<file path="config.mk">
export PLATFORM = sky130hd
export DESIGN_NAME = dma_pack_seq
export DESIGN_NICKNAME = d
export VERILOG_FILES = /design/src/rtl/dma_pack_pkg.sv /design/src/rtl/dma_mode_decode.sv /design/src/rtl/dma_step_plan.sv /design/src/rtl/dma_ptr_unit.sv /design/src/rtl/dma_pack_seq.sv
export SDC_FILE = /design/constraint.sdc
export NUM_CORES = 1
export LEC_CHECK = 0
export ABC_AREA = 1
export BUFFER_PORTS_ARGS = -buffer_cell sky130_fd_sc_hd__buf_2
export CORE_MARGIN = 2
export CORE_UTILIZATION = 45
export DETAILED_ROUTE_END_ITERATION = 7
export PLACE_DENSITY = 0.76
export SYNTH_ARGS = -nofsm -noshare
export SYNTH_HDL_FRONTEND = slang
export SYNTH_SLANG_ARGS = --single-unit
export TNS_END_PERCENT = 1
</file>
<file path="constraint.sdc">
create_clock -name clk -period 2.6 [get_ports clk]
set_input_delay 0.13 -clock clk [delete_from_list [all_inputs] [get_ports clk]]
set_output_delay 0.13 -clock clk [all_outputs]
set_load 0.02 [all_outputs]
</file>
<file path="src/rtl/dma_pack_pkg.sv">
package dma_pack_pkg;
  typedef enum logic [1:0] {
    MODE_BB     = 2'd0,
    MODE_PACK   = 2'd1,
    MODE_UNPACK = 2'd2,
    MODE_WW     = 2'd3
  } xfer_mode_e;

  typedef enum logic [1:0] {
    ST_IDLE = 2'd0,
    ST_ARB  = 2'd1,
    ST_CYC  = 2'd2
  } seq_state_e;

  typedef struct packed {
    logic wr;
    logic word;
    logic off2;
    logic last;
  } step_op_t;
endpackage

</file>
<file path="src/rtl/dma_mode_decode.sv">
module dma_mode_decode
  import dma_pack_pkg::*;
(
  input  logic       bus16,
  input  logic       src_word,
  input  logic       dst_word,
  output xfer_mode_e mode,
  output logic [2:0] src_inc,
  output logic [2:0] dst_inc,
  output logic [1:0] bpt
);
  always_comb begin
    if (!bus16)                     mode = MODE_BB;
    else if (!src_word && !dst_word) mode = MODE_BB;
    else if (!src_word)             mode = MODE_PACK;
    else if (!dst_word)             mode = MODE_UNPACK;
    else                            mode = MODE_WW;
  end

  always_comb begin
    unique case (mode)
      MODE_BB:     begin src_inc = 3'd1; dst_inc = 3'd1; bpt = 2'd1; end
      MODE_PACK:   begin src_inc = 3'd4; dst_inc = 3'd2; bpt = 2'd2; end
      MODE_UNPACK: begin src_inc = 3'd2; dst_inc = 3'd4; bpt = 2'd2; end
      default:     begin src_inc = 3'd2; dst_inc = 3'd2; bpt = 2'd2; end
    endcase
  end
endmodule

</file>
<file path="src/rtl/dma_step_plan.sv">
module dma_step_plan
  import dma_pack_pkg::*;
(
  input  xfer_mode_e mode,
  input  logic [1:0] step,
  output step_op_t   op
);
  always_comb begin
    op = '0;
    unique case (mode)
      MODE_PACK: begin
        op.wr   = (step == 2'd2);
        op.word = (step == 2'd2);
        op.off2 = (step == 2'd1);
        op.last = (step == 2'd2);
      end
      MODE_UNPACK: begin
        op.wr   = (step != 2'd0);
        op.word = (step == 2'd0);
        op.off2 = (step == 2'd2);
        op.last = (step == 2'd2);
      end
      MODE_WW: begin
        op.wr   = (step == 2'd1);
        op.word = 1'b1;
        op.last = (step == 2'd1);
      end
      default: begin
        op.wr   = (step == 2'd1);
        op.last = (step == 2'd1);
      end
    endcase
  end
endmodule

</file>
<file path="src/rtl/dma_ptr_unit.sv">
module dma_ptr_unit #(
  parameter int AW = 16,
  parameter int CW = 16
) (
  input  logic          clk,
  input  logic          rst_n,
  input  logic          load,
  input  logic [AW-1:0] ld_src,
  input  logic [AW-1:0] ld_dst,
  input  logic [CW-1:0] ld_cnt,
  input  logic          adv,
  input  logic [2:0]    src_inc,
  input  logic [2:0]    dst_inc,
  input  logic [1:0]    bpt,
  output logic [AW-1:0] src_p,
  output logic [AW-1:0] dst_p,
  output logic          cnt_last
);
  logic [AW-1:0] src_q, src_d, dst_q, dst_d;
  logic [CW-1:0] cnt_q, cnt_d, bpt_ext;

  assign bpt_ext  = {{(CW-2){1'b0}}, bpt};
  assign cnt_last = (cnt_q <= bpt_ext);

  always_comb begin
    src_d = src_q;
    dst_d = dst_q;
    cnt_d = cnt_q;
    if (load) begin
      src_d = ld_src;
      dst_d = ld_dst;
      cnt_d = ld_cnt;
    end else if (adv) begin
      src_d = src_q + {{(AW-3){1'b0}}, src_inc};
      dst_d = dst_q + {{(AW-3){1'b0}}, dst_inc};
      cnt_d = cnt_last ? '0 : cnt_q - bpt_ext;
    end
  end

  always_ff @(posedge clk or negedge rst_n) begin
    if (!rst_n) begin
      src_q <= '0;
      dst_q <= '0;
      cnt_q <= '0;
    end else if (load || adv) begin
      src_q <= src_d;
      dst_q <= dst_d;
      cnt_q <= cnt_d;
    end
  end

  assign src_p = src_q;
  assign dst_p = dst_q;

  assert_count_monotonic_R6: assert property (@(posedge clk) disable iff (!rst_n)
    !load |=> (cnt_q <= $past(cnt_q)));
endmodule

</file>
<file path="src/rtl/dma_pack_seq.sv">
module dma_pack_seq
  import dma_pack_pkg::*;
#(
  parameter int AW = 16,
  parameter int CW = 16
) (
  input  logic          clk,
  input  logic          rst_n,
  input  logic          start,
  input  logic [AW-1:0] cfg_src,
  input  logic [AW-1:0] cfg_dst,
  input  logic [CW-1:0] cfg_count,
  input  logic          cfg_bus16,
  input  logic          cfg_src_word,
  input  logic          cfg_dst_word,
  output logic          bus_req,
  input  logic          bus_grant,
  input  logic          ext_breq,
  input  logic          irq_pend,
  input  logic          bclr_en,
  output logic          mreq,
  output logic          mwrite,
  output logic          mword,
  output logic [AW-1:0] maddr,
  output logic [15:0]   mwdata,
  input  logic [15:0]   mrdata,
  input  logic          mack,
  output logic          busy,
  output logic          done
);
  logic [1:0] rst_sync;
  logic       rst_int;

  always_ff @(posedge clk or negedge rst_n) begin
    if (!rst_n) rst_sync <= 2'b00;
    else        rst_sync <= {rst_sync[0], 1'b1};
  end
  assign rst_int = rst_sync[1];

  seq_state_e state_q, state_d;
  logic [1:0] step_q, step_d;
  logic [15:0] hold_q, hold_d;
  logic       done_q, done_d;
  logic [2:0] szcfg_q, szcfg_d;
  logic       load, adv, preempt, cnt_last;
  xfer_mode_e mode;
  logic [2:0] src_inc, dst_inc;
  logic [1:0] bpt;
  step_op_t   op;
  logic [AW-1:0] src_p, dst_p, base;

  dma_mode_decode u_decode (
    .bus16(szcfg_q[2]), .src_word(szcfg_q[1]), .dst_word(szcfg_q[0]),
    .mode(mode), .src_inc(src_inc), .dst_inc(dst_inc), .bpt(bpt)
  );

  dma_step_plan u_plan (.mode(mode), .step(step_q), .op(op));

  dma_ptr_unit #(.AW(AW), .CW(CW)) u_ptr (
    .clk(clk), .rst_n(rst_int), .load(load),
    .ld_src(cfg_src), .ld_dst(cfg_dst), .ld_cnt(cfg_count),
    .adv(adv), .src_inc(src_inc), .dst_inc(dst_inc), .bpt(bpt),
    .src_p(src_p), .dst_p(dst_p), .cnt_last(cnt_last)
  );

  assign preempt = ext_breq | (irq_pend & bclr_en);

  always_comb begin
    state_d = state_q;
    step_d  = step_q;
    hold_d  = hold_q;
    done_d  = done_q;
    szcfg_d = szcfg_q;
    load    = 1'b0;
    adv     = 1'b0;
    unique case (state_q)
      ST_IDLE: if (start) begin
        load    = 1'b1;
        step_d  = 2'd0;
        szcfg_d = {cfg_bus16, cfg_src_word, cfg_dst_word};
        done_d  = (cfg_count == '0);
        state_d = (cfg_count == '0) ? ST_IDLE : ST_ARB;
      end
      ST_ARB: if (bus_grant && !preempt) state_d = ST_CYC;
      ST_CYC: if (mack) begin
        if (!op.wr) begin
          unique case (mode)
            MODE_BB:   hold_d = {hold_q[15:8], mrdata[7:0]};
            MODE_PACK: hold_d = (step_q == 2'd0) ? {mrdata[7:0], hold_q[7:0]}
                                                 : {hold_q[15:8], mrdata[7:0]};
            default:   hold_d = mrdata;
          endcase
        end
        if (op.last) begin
          adv    = 1'b1;
          step_d = 2'd0;
        end else begin
          step_d = step_q + 2'd1;
        end
        if (op.last && cnt_last) begin
          state_d = ST_IDLE;
          done_d  = 1'b1;
        end else if (preempt) begin
          state_d = ST_ARB;
        end
      end
      default: state_d = ST_IDLE;
    endcase
  end

  always_ff @(posedge clk or negedge rst_int) begin
    if (!rst_int) begin
      state_q <= ST_IDLE;
      step_q  <= 2'd0;
      hold_q  <= '0;
      done_q  <= 1'b0;
      szcfg_q <= '0;
    end else begin
      state_q <= state_d;
      step_q  <= step_d;
      hold_q  <= hold_d;
      done_q  <= done_d;
      szcfg_q <= szcfg_d;
    end
  end

  assign base    = op.wr ? dst_p : src_p;
  assign maddr   = base + {{(AW-2){1'b0}}, op.off2, 1'b0};
  assign mwrite  = op.wr;
  assign mword   = op.word;
  assign mreq    = (state_q == ST_CYC);
  assign bus_req = mreq | ((state_q == ST_ARB) & ~preempt);
  assign busy    = (state_q != ST_IDLE);
  assign done    = done_q;

  always_comb begin
    unique case (mode)
      MODE_BB:     mwdata = {8'h00, hold_q[7:0]};
      MODE_UNPACK: mwdata = (step_q == 2'd1) ? {8'h00, hold_q[15:8]} : {8'h00, hold_q[7:0]};
      default:     mwdata = hold_q;
    endcase
  end

  assert_hold_cycle_R9: assert property (@(posedge clk) disable iff (!rst_int)
    (mreq && !mack) |=> (mreq && $stable(maddr) && $stable(mwrite)
                         && $stable(mword) && $stable(mwdata)));

  assert_granted_R7: assert property (@(posedge clk) disable iff (!rst_int)
    mreq |-> bus_grant);

  assert_release_R8: assert property (@(posedge clk) disable iff (!rst_int)
    (mreq && mack && preempt && !(op.last && cnt_last)) |=> !mreq);

  assert_done_idle_R6: assert property (@(posedge clk) disable iff (!rst_int)
    done |-> (!busy && !bus_req));
endmodule

</file>
Word-level counts from Yosys, hierarchy flattened:

Cells that the tools add are included.
W data, S select, Z words.

* register bits: 74
* bits in latches: 0
* memory bits (writable): 0
* memory bits (read-only): 0
* input port bits: 75
* output and inout port bits: 38
* word-level logic and storage cells: 103
* memories kept: 0

* add/subtract/negate cells: 5
* $mul: 0
* divide/modulo/power cells: 0
* $lt $le $gt $ge: 1
* eq/ne operators: 14
* shift operators: 0
* multiplexer cells: 43
* bitwise gates (word level): 7
* reduce and logical (&&, ||, !) cells: 23

Operators by type and width (count)
* $mux W16: 9
* $pmux W16 S2: 2
* $add A16 B3 Y16: 2
* $mux W2: 12
* $add A16 B2 Y16: 1
* $le A16 B2 Y1: 1
* $logic_not A16 Y1: 1
* $sub A16 B2 Y16: 1
* $pmux W3 S2: 2
* $reduce_and A4 Y1: 3
* $mux W1: 11
* $eq A2 B2 Y1 const B: 4
* $mux W8: 1
* $ne A2 B2 Y1 const B: 4
* $reduce_bool A2 Y1: 4
* $eq A2 B1 Y1 const B: 3
* $logic_not A2 Y1: 3
* $pmux W1 S2: 3
* $pmux W2 S3: 1
* $reduce_and A5 Y1: 1
* $ne A2 B1 Y1 const B: 2
* $pmux W2 S2: 1
* $reduce_and A2 Y1: 2
* $logic_and A1 B1 Y1: 3
* other kinds (10): 16

Depth between registers and ports, before layout:

Gate-level depths: netlist of the first run.

* depth in word-level cells: 12
* depth in mapped cells: 17
* gate-level depth less buffers: 16

By module:

From an unflattened synthesis of the first run, not the netlist that was laid out.

* cells, all modules: 876
* area total of the unflattened synthesis: 5871.9 µm²

Modules (own cells, without submodules)
* dma_ptr_unit: times used 1, cells an instance 514, area each 3582.2 µm², seq. area each 1201.2 µm²
* dma_pack_seq: times used 1, cells an instance 323, area each 2080.7 µm², seq. area each 650.6 µm²
* dma_step_plan: times used 1, cells an instance 27, area each 151.4 µm², seq. area each 0.0 µm²
* dma_mode_decode: times used 1, cells an instance 12, area each 57.6 µm², seq. area each 0.0 µm²

Worst setup path before layout of the first run:

Ideal clock, no wire load.

* path type: register -> output
* start point: reg szcfg_q[2]
* end point: out maddr[9]
* arrival time: 2808 ps
* required time: 2470 ps
* path slack: -338 ps
* cell stages (with the launch flop): 17
* path buffers: 2
* cells stage by stage: dfrtp_1 -> nand2_1 -> clkbuf_1 -> inv_1 -> ha_1 -> inv_1 -> nand3_2 -> nand2_2 -> buf_2 -> nand2_1 -> o21ai_0 -> ha_1 -> ha_1 -> nand3_2 -> inv_2 -> nand2_1 -> xnor2_1

* word-level cells in the longest chain between the ends: 5
* elaborated cells between the ends (all ways): 7
* classes of those cells: 1 x add/sub; 2 x eq/ne; 4 x mux

RTL lines
* start, declared: line dma_pack_seq.sv:44 `logic [2:0] szcfg_q, szcfg_d;`
* start signal, assigned: line dma_pack_seq.sv:123 `szcfg_q <= szcfg_d;`
* $mux W2 *: line dma_mode_decode.sv:13 `if (!bus16) mode = MODE_BB;`
* $eq A2 B2 Y1 or $eq A2 B1 Y1 (tied branches): line dma_step_plan.sv:10 `unique case (mode)`
* $pmux W1 S2: line dma_step_plan.sv:10
* $mux W16: line dma_pack_seq.sv:127 `assign base = op.wr ? dst_p : src_p;`
* $add A16 B2 Y16 *: line dma_pack_seq.sv:128 `assign maddr = base + {{(AW-2){1'b0}}, op.off2, 1'b0};`
* end, declared: line dma_pack_seq.sv:24 `output logic [AW-1:0] maddr,`

Every way passes the cells marked *; elsewhere a longest branch is shown, timed or not.

Worst setup path after layout of the first run:

* start point: reg szcfg_q[2]
* end point: out maddr[15]

The elaborated chain is that of the path after synthesis.

==> flow_summary.toml, run 1 <==
[die]
die_h_um = 116
die_x_um = 116
coreArea_mm2 = 0.0121
io-pin-count = 113
start_util_pct = 46.3
num_rows = 40
die-area_mm2 = 0.0134

[setup_path]
critical_path.max_fanout = 9
start_kind = "register"
cp_data_required_time_ns = 2.47
crit_arrival_ns = 2.53
rr_endpoint = "u_ptr.dst_p[12]"
path_class = "reg2out"
critPathCaptureType = "output pin"
reg2reg_from = "szcfg_q[2]"
reg2reg_depth = 12
r2r_slack_ns = 0.04

[clocking]
clock_sinks = 74
clk_latency_ns = 0.33
clk_path_buf_depth = 2
cts.reportedPaths.clkPinSlew_ns = 0.06
cts_root_buffer = "clkbuf_16"
cts_tree = "yes"
cts_made_buffers = 9
htree_levels = 3

[yosys]
syn_avg_cell_area_um2 = 6.70
postSynth.asyncResetShare_pct = 100
yosysWarnings = 0
synthCells = 837
synth_seq_area_share_pct = 33.0
synth.distinct_cells = 38
synthFlopType = "dfrtp_1"
synth-edff-count = 0
synthesis.area_mm2 = 0.00561
syn_nets = 933
ys_ff_latch = 74

[sta]
clock_skew_ns = 0.00785
period_share_pct = 102
finalCriticalPeriod_ns = 2.66
setup_ws_ns = -0.0574
rsz0062_at_grt = "yes"
finalHoldViolations = 0
setup-violations-final = 11
worstMarginPinSlew_ns = 0.590
max_freq_ghz = 0.376
drv_slew = 0
relSlewSlack_pct = 60.6

[cells_and_area]
fin_nets = 1063
final_util_pct = 59.9
layout-drive-gt1-share_pct = 26.0
diodes = 0
most-common-layout-cells = "187 x nand2_1, 104 x inv_1, 101 x buf_2"
final_common_cell = "nand2_1"
final-instance-count-excl-fill = 1140
area_growth_pct = 29.3
nFillCells = 1101

[drt]
route.detailed.drc = 0
routed_via_density = 5.20
detail-route-antenna-nets = 0
drt-total-wl_um = 15900
drt_first_pass_iters = 5
initialDrtViolationCount = 495
wl_per_cell_um = 14.0
vias = 5933

[outcome]
violations = "negative setup slack"
outcome = "finished, violations left"

[pwr]
peakVddDrop_mv = 0.538
cellPowerDensity_mw_per_mm2 = 1320
p_leak_nw = 3.76

[worst_hold_path]
min_path_type = "in2reg"
min_to = "szcfg_q[0]"
min_from = "cfg_dst_word"
whs_path_depth = 3

[placement]
portBuffers = 112
gp_congestion = 0.872
placed_cells_incl_taps = 1109
hpwl_um = 11300

[global_route]
grt_pass1_wl_um = 25600
grt_start_max_net_pins = 59
gr-usage-all-layers_pct = 23.9
antenna_found_initial = 0
grt-ovfl-total = 0
grt_pass1_vias = 5571

[job]
maxCapViolCount = 0
==> registers in the layout (all words and copies together) (netlist names) <==
name and flops:
state_q 2, u_ptr.cnt_q 16, hold_q 16, szcfg_q 3, done 1, step_q 2
u_ptr.src_p 16, u_ptr.dst_p 16, rst_sync 2
==> synthesized netlist by cell type, types with 6 or more instances <==
master	n	area (um2)
nor2_1	97	364
ha_1	18	225
o21ai_0	49	245
o22ai_1	14	87.6
dfrtp_1	74	1850
nor3_1	6	30.0
nand2_1	204	766
xor2_1	14	123
clkbuf_1	9	33.8
nand3_1	65	325
nand2_2	10	62.6
inv_2	7	26.3
a211oi_1	9	67.6
nand4_1	14	87.6
buf_2	11	55.1
a31oi_1	6	37.5
or2_2	10	62.6
a21oi_1	62	310
inv_1	109	409
==> cells by family (layout without fill, tap and decap cells) <==
group	Yosys count	after routing	share of synthesized area [%]
xor+xnor	19	19	2.97
flops	74	74	33.0
compound gates	156	156	15.5
fa+ha+maj	21	21	5.09
buf+inv	144	279	10.7
other cells	1	1	0.0669
simple gates	422	422	32.7
==> routing by layer <==
metal,vias to the layer above,global-route usage (%),wire (um)
met5,-,0,0
met4,0,6.59,241
met3,24,3.40,999
met2,209,40.1,7730
met1,2736,32.5,6940
li1,2964,-,-
==> per-stage QoR <==
stage | setup slack [ns] | hold WS (ns) | total power, mW | cell area, um2 | setup TNS, ns
floorplan | 0.0139 | -0.166 | 5.82 | 5650 | 0
global placement | 0.0966 | -0.0830 | 7.11 | 6450 | 0
detailed placement | -0.0134 | -0.0795 | 7.20 | 6450 | -0.0134
CTS | -0.0662 | 0.00767 | 9.05 | 7000 | -0.343
global route | -0.203 | 0.0254 | 10.3 | 7250 | -3.54
finish | -0.0574 | 0.0156 | 9.55 | 7250 | -0.369
==> where the power goes <==
part	total, mW	internal (mW)	leakage (nW)	switching (mW)
Sequential	2.16	1.66	0.868	0.495
Combinational	5.87	2.20	2.71	3.66
Clock	1.53	1.03	0.176	0.494
Total	9.55	4.90	3.76	4.65
==> layout make-up <==
class | count | area [um2] | share of cell area (%)
Tap cell | 168 | 210 | 2.90
Inverter | 116 | 438 | 6.04
Timing Repair Buffer | 147 | 945 | 13.0
Clock buffer | 9 | 225 | 3.11
Clock inverter | 7 | 141 | 1.95
Multi-Input combinational cell | 619 | 3440 | 47.4
Sequential cell | 74 | 1850 | 25.5
==> what timing repair did <==
action	CTS	global route
pin swaps	17	18
hold endpoints to repair	2	0
cloned	0	0
endpoints found under the setup margin	14	43
setup buffers	7	7
resized for setup	35	56
hold buffers	1	0
==> worst max-delay path by stage <==
stage | startpoint | endpoint | slack, ns | cells past startpoint
after floorplan | szcfg_q[2] | maddr[9] | 0.01 | 15
after global placement | szcfg_q[2] | u_ptr.dst_p[12] | 0.1 | 12
after detailed placement | szcfg_q[2] | u_ptr.dst_p[12] | -0.01 | 11
after CTS | szcfg_q[2] | maddr[15] | -0.07 | 15
after global routing | szcfg_q[2] | maddr[15] | -0.20 | 15
final | szcfg_q[2] | maddr[15] | -0.06 | 16
==> critical path, stage by stage (launching register included) <==
cell and delay (ns):
dfrtp_1 0.42, nand2_2 0.08, buf_6 0.13, ha_4 0.26, inv_2 0.07, nand3_4 0.08, nand2_4 0.11, buf_12 0.14
buf_8 0.13, nand2_1 0.08, nand2_1 0.11, nand2_1 0.07, nor2_2 0.16, nand3_2 0.10, nand2_2 0.06, nand2_2 0.06
buf_6 0.13
No activity file was read; power rests on OpenSTA's default activity.
==> run 2: changes to the inputs <==
Settings changed: PLACE_DENSITY 0.76 to 0.73.
Clock period 2.6 ns to 3.1 ns, I/O delays scaled along.
==> flow_summary.toml, run 2 (synthesis gave the netlist of run 1 again) <==
[outcome]
outcome = "complete, no violations"

[drt]
vias = 5757
initialDrtViolationCount = 350
wl_per_cell_um = 13.4
route.detailed.drc = 0
routed_via_density = 5.15
drt-total-wl_um = 15000
detail-route-antenna-nets = 0
drt_first_pass_iters = 5

[global_route]
grt_start_max_net_pins = 73
met3_usage_pct = 3.03
gr-usage-all-layers_pct = 23.3
use_met2_pct = 38.8
busiest_layer = "met2"
grt-ovfl-total = 0
met1_usage_pct = 31.6
grt_pass1_vias = 5309
grt_pass1_wl_um = 24800
antenna_found_initial = 0

[sta]
clock_skew_ns = 0.00504
finalHoldViolations = 0
rsz0062_at_grt = "yes"
setup-violations-final = 0
max_freq_ghz = 0.344
fin_tns_setup_ns = 0
period_share_pct = 93.9
worstMarginPinSlew_ns = 0.949
finalCriticalPeriod_ns = 2.91
drv_slew = 0
relSlewSlack_pct = 36.7

[setup_path]
critical_path.max_fanout = 7
cp_data_required_time_ns = 2.94
start_kind = "register"
reg2reg_depth = 13
setup.worst_path.end = "maddr[9]"
slowest_stage = "dfrtp_1"
cp_slowest_stage_delay_ns = 0.40
r2r_slack_ns = 0.38
path_class = "reg2out"
worst_path_most_repeated_cell = "nand2_1"
rr_endpoint = "u_ptr.cnt_q[11]"
reg2reg_from = "szcfg_q[2]"
cp-startpoint = "szcfg_q[2]"
crit_arrival_ns = 2.76
cp_cell_sequence = "nand2_1 -> inv_1 -> ha_1 -> inv_1 -> nand3_2 -> nand2_4 -> nand2_1 -> o21ai_0 -> ha_2 -> ha_2 -> nand3_2 -> inv_2 -> nand2_1 -> xnor2_1 -> buf_4"
critPathCaptureType = "output pin"

[placement]
gp_congestion = 0.904
portBuffers = 112
hpwl_um = 11200

[clocking]
cts_setup_buffers = 0
clk_path_buf_depth = 2
htree_levels = 3
clk_latency_ns = 0.33
cts_root_buffer = "clkbuf_16"
cts_tree = "yes"
cts_made_buffers = 9
clock_sinks = 74
cts.reportedPaths.clkPinSlew_ns = 0.06

[cells_and_area]
multi_input_area_mm2 = 0.00318
nFillCells = 1241
area_growth_pct = 18.2
most-common-layout-cells = "203 x nand2_1, 111 x buf_2, 109 x inv_1"
final_common_cell = "nand2_1"
fin_nets = 1041
diodes = 0
seqCellArea_mm2 = 0.00185
layout-drive-gt1-share_pct = 19.4

[die]
num_rows = 40
die-area_mm2 = 0.0134
die_x_um = 116
start_util_pct = 46.3
io-pin-count = 113
coreArea_mm2 = 0.0121
die_h_um = 116

[job]
maxCapViolCount = 0

[pwr]
p_total_mw = 6.91
peakVddDrop_mv = 0.391
p_leak_nw = 3.50
cellPowerDensity_mw_per_mm2 = 1040

[worst_hold_path]
min_path_type = "in2reg"
whs_path_depth = 3
min_from = "cfg_src_word"
[run 2: worst max-delay path, delay by kind of cell, from the launching register on]
family | cells | cell delay, ns
AO/OA/AOI/OAI | 1 | 0.08
XOR/XNOR | 1 | 0.15
adder cells (fa/ha/maj) | 3 | 0.81
buffers and inverters | 4 | 0.42
flip-flops | 1 | 0.40
AND/OR/NAND/NOR | 6 | 0.57
[run 2: report_power, final]
part           leakage (nW)  switching (mW)  internal [mW]
Clock                 0.125           0.401          0.563
Combinational          2.51            2.74           1.42
Sequential            0.868           0.397           1.40
[run 2: what timing repair did]
action                                  CTS  global route
hold endpoints to repair                  2             0
hold buffers                              1             0
gates resized for setup                   0             7
endpoints found under the setup margin    0             6
[run 2: stage by stage]
| stage | utilization (%) | setup WS [ns] | instances | hold slack, ns | area [um2] |
|---|---|---|---|---|---|
| after floorplan | - | 0.137 | 837 | -0.141 | 5610 |
| after global placement | 52.2 | 0.420 | 1101 | -0.0580 | 6320 |
| after detailed placement | 52.2 | 0.279 | 1101 | -0.0535 | 6320 |
| after CTS | 54.5 | 0.105 | 1118 | 0.0151 | 6610 |
| after global routing | 54.7 | -0.0213 | 1118 | 0.0336 | 6630 |
| final | 54.7 | 0.189 | 1118 | 0.0190 | 6630 |
[run 2: final cells by class]
type / instances / share of cell area [%]
inverter: 116 / 6.57
clock buffer: 12 / 3.72
tap: 168 / 3.17
sequential: 74 / 27.9
multi-input combinational: 619 / 47.9
timing repair buffer: 125 / 10.2
clock inverter: 4 / 0.415
[run 2: worst min-delay path by stage]
stage	endpoint	slack, ns
2_1_floorplan	rst_sync[0]	-0.14
3_3_place_gp	rst_sync[0]	-0.06
3_5_place_dp	rst_sync[0]	-0.05
4_1_cts	szcfg_q[2]	0.02
5_1_grt	szcfg_q[2]	0.03
6_report	szcfg_q[1]	0.02
[run 2: layer usage]
metal,part of all wire [%],vias to the layer above,wire [um]
li1,-,2924,-
met1,46,2660,6890
met2,47,151,7130
met3,5.0,22,748
met4,1.7,0,251
met5,0,-,0
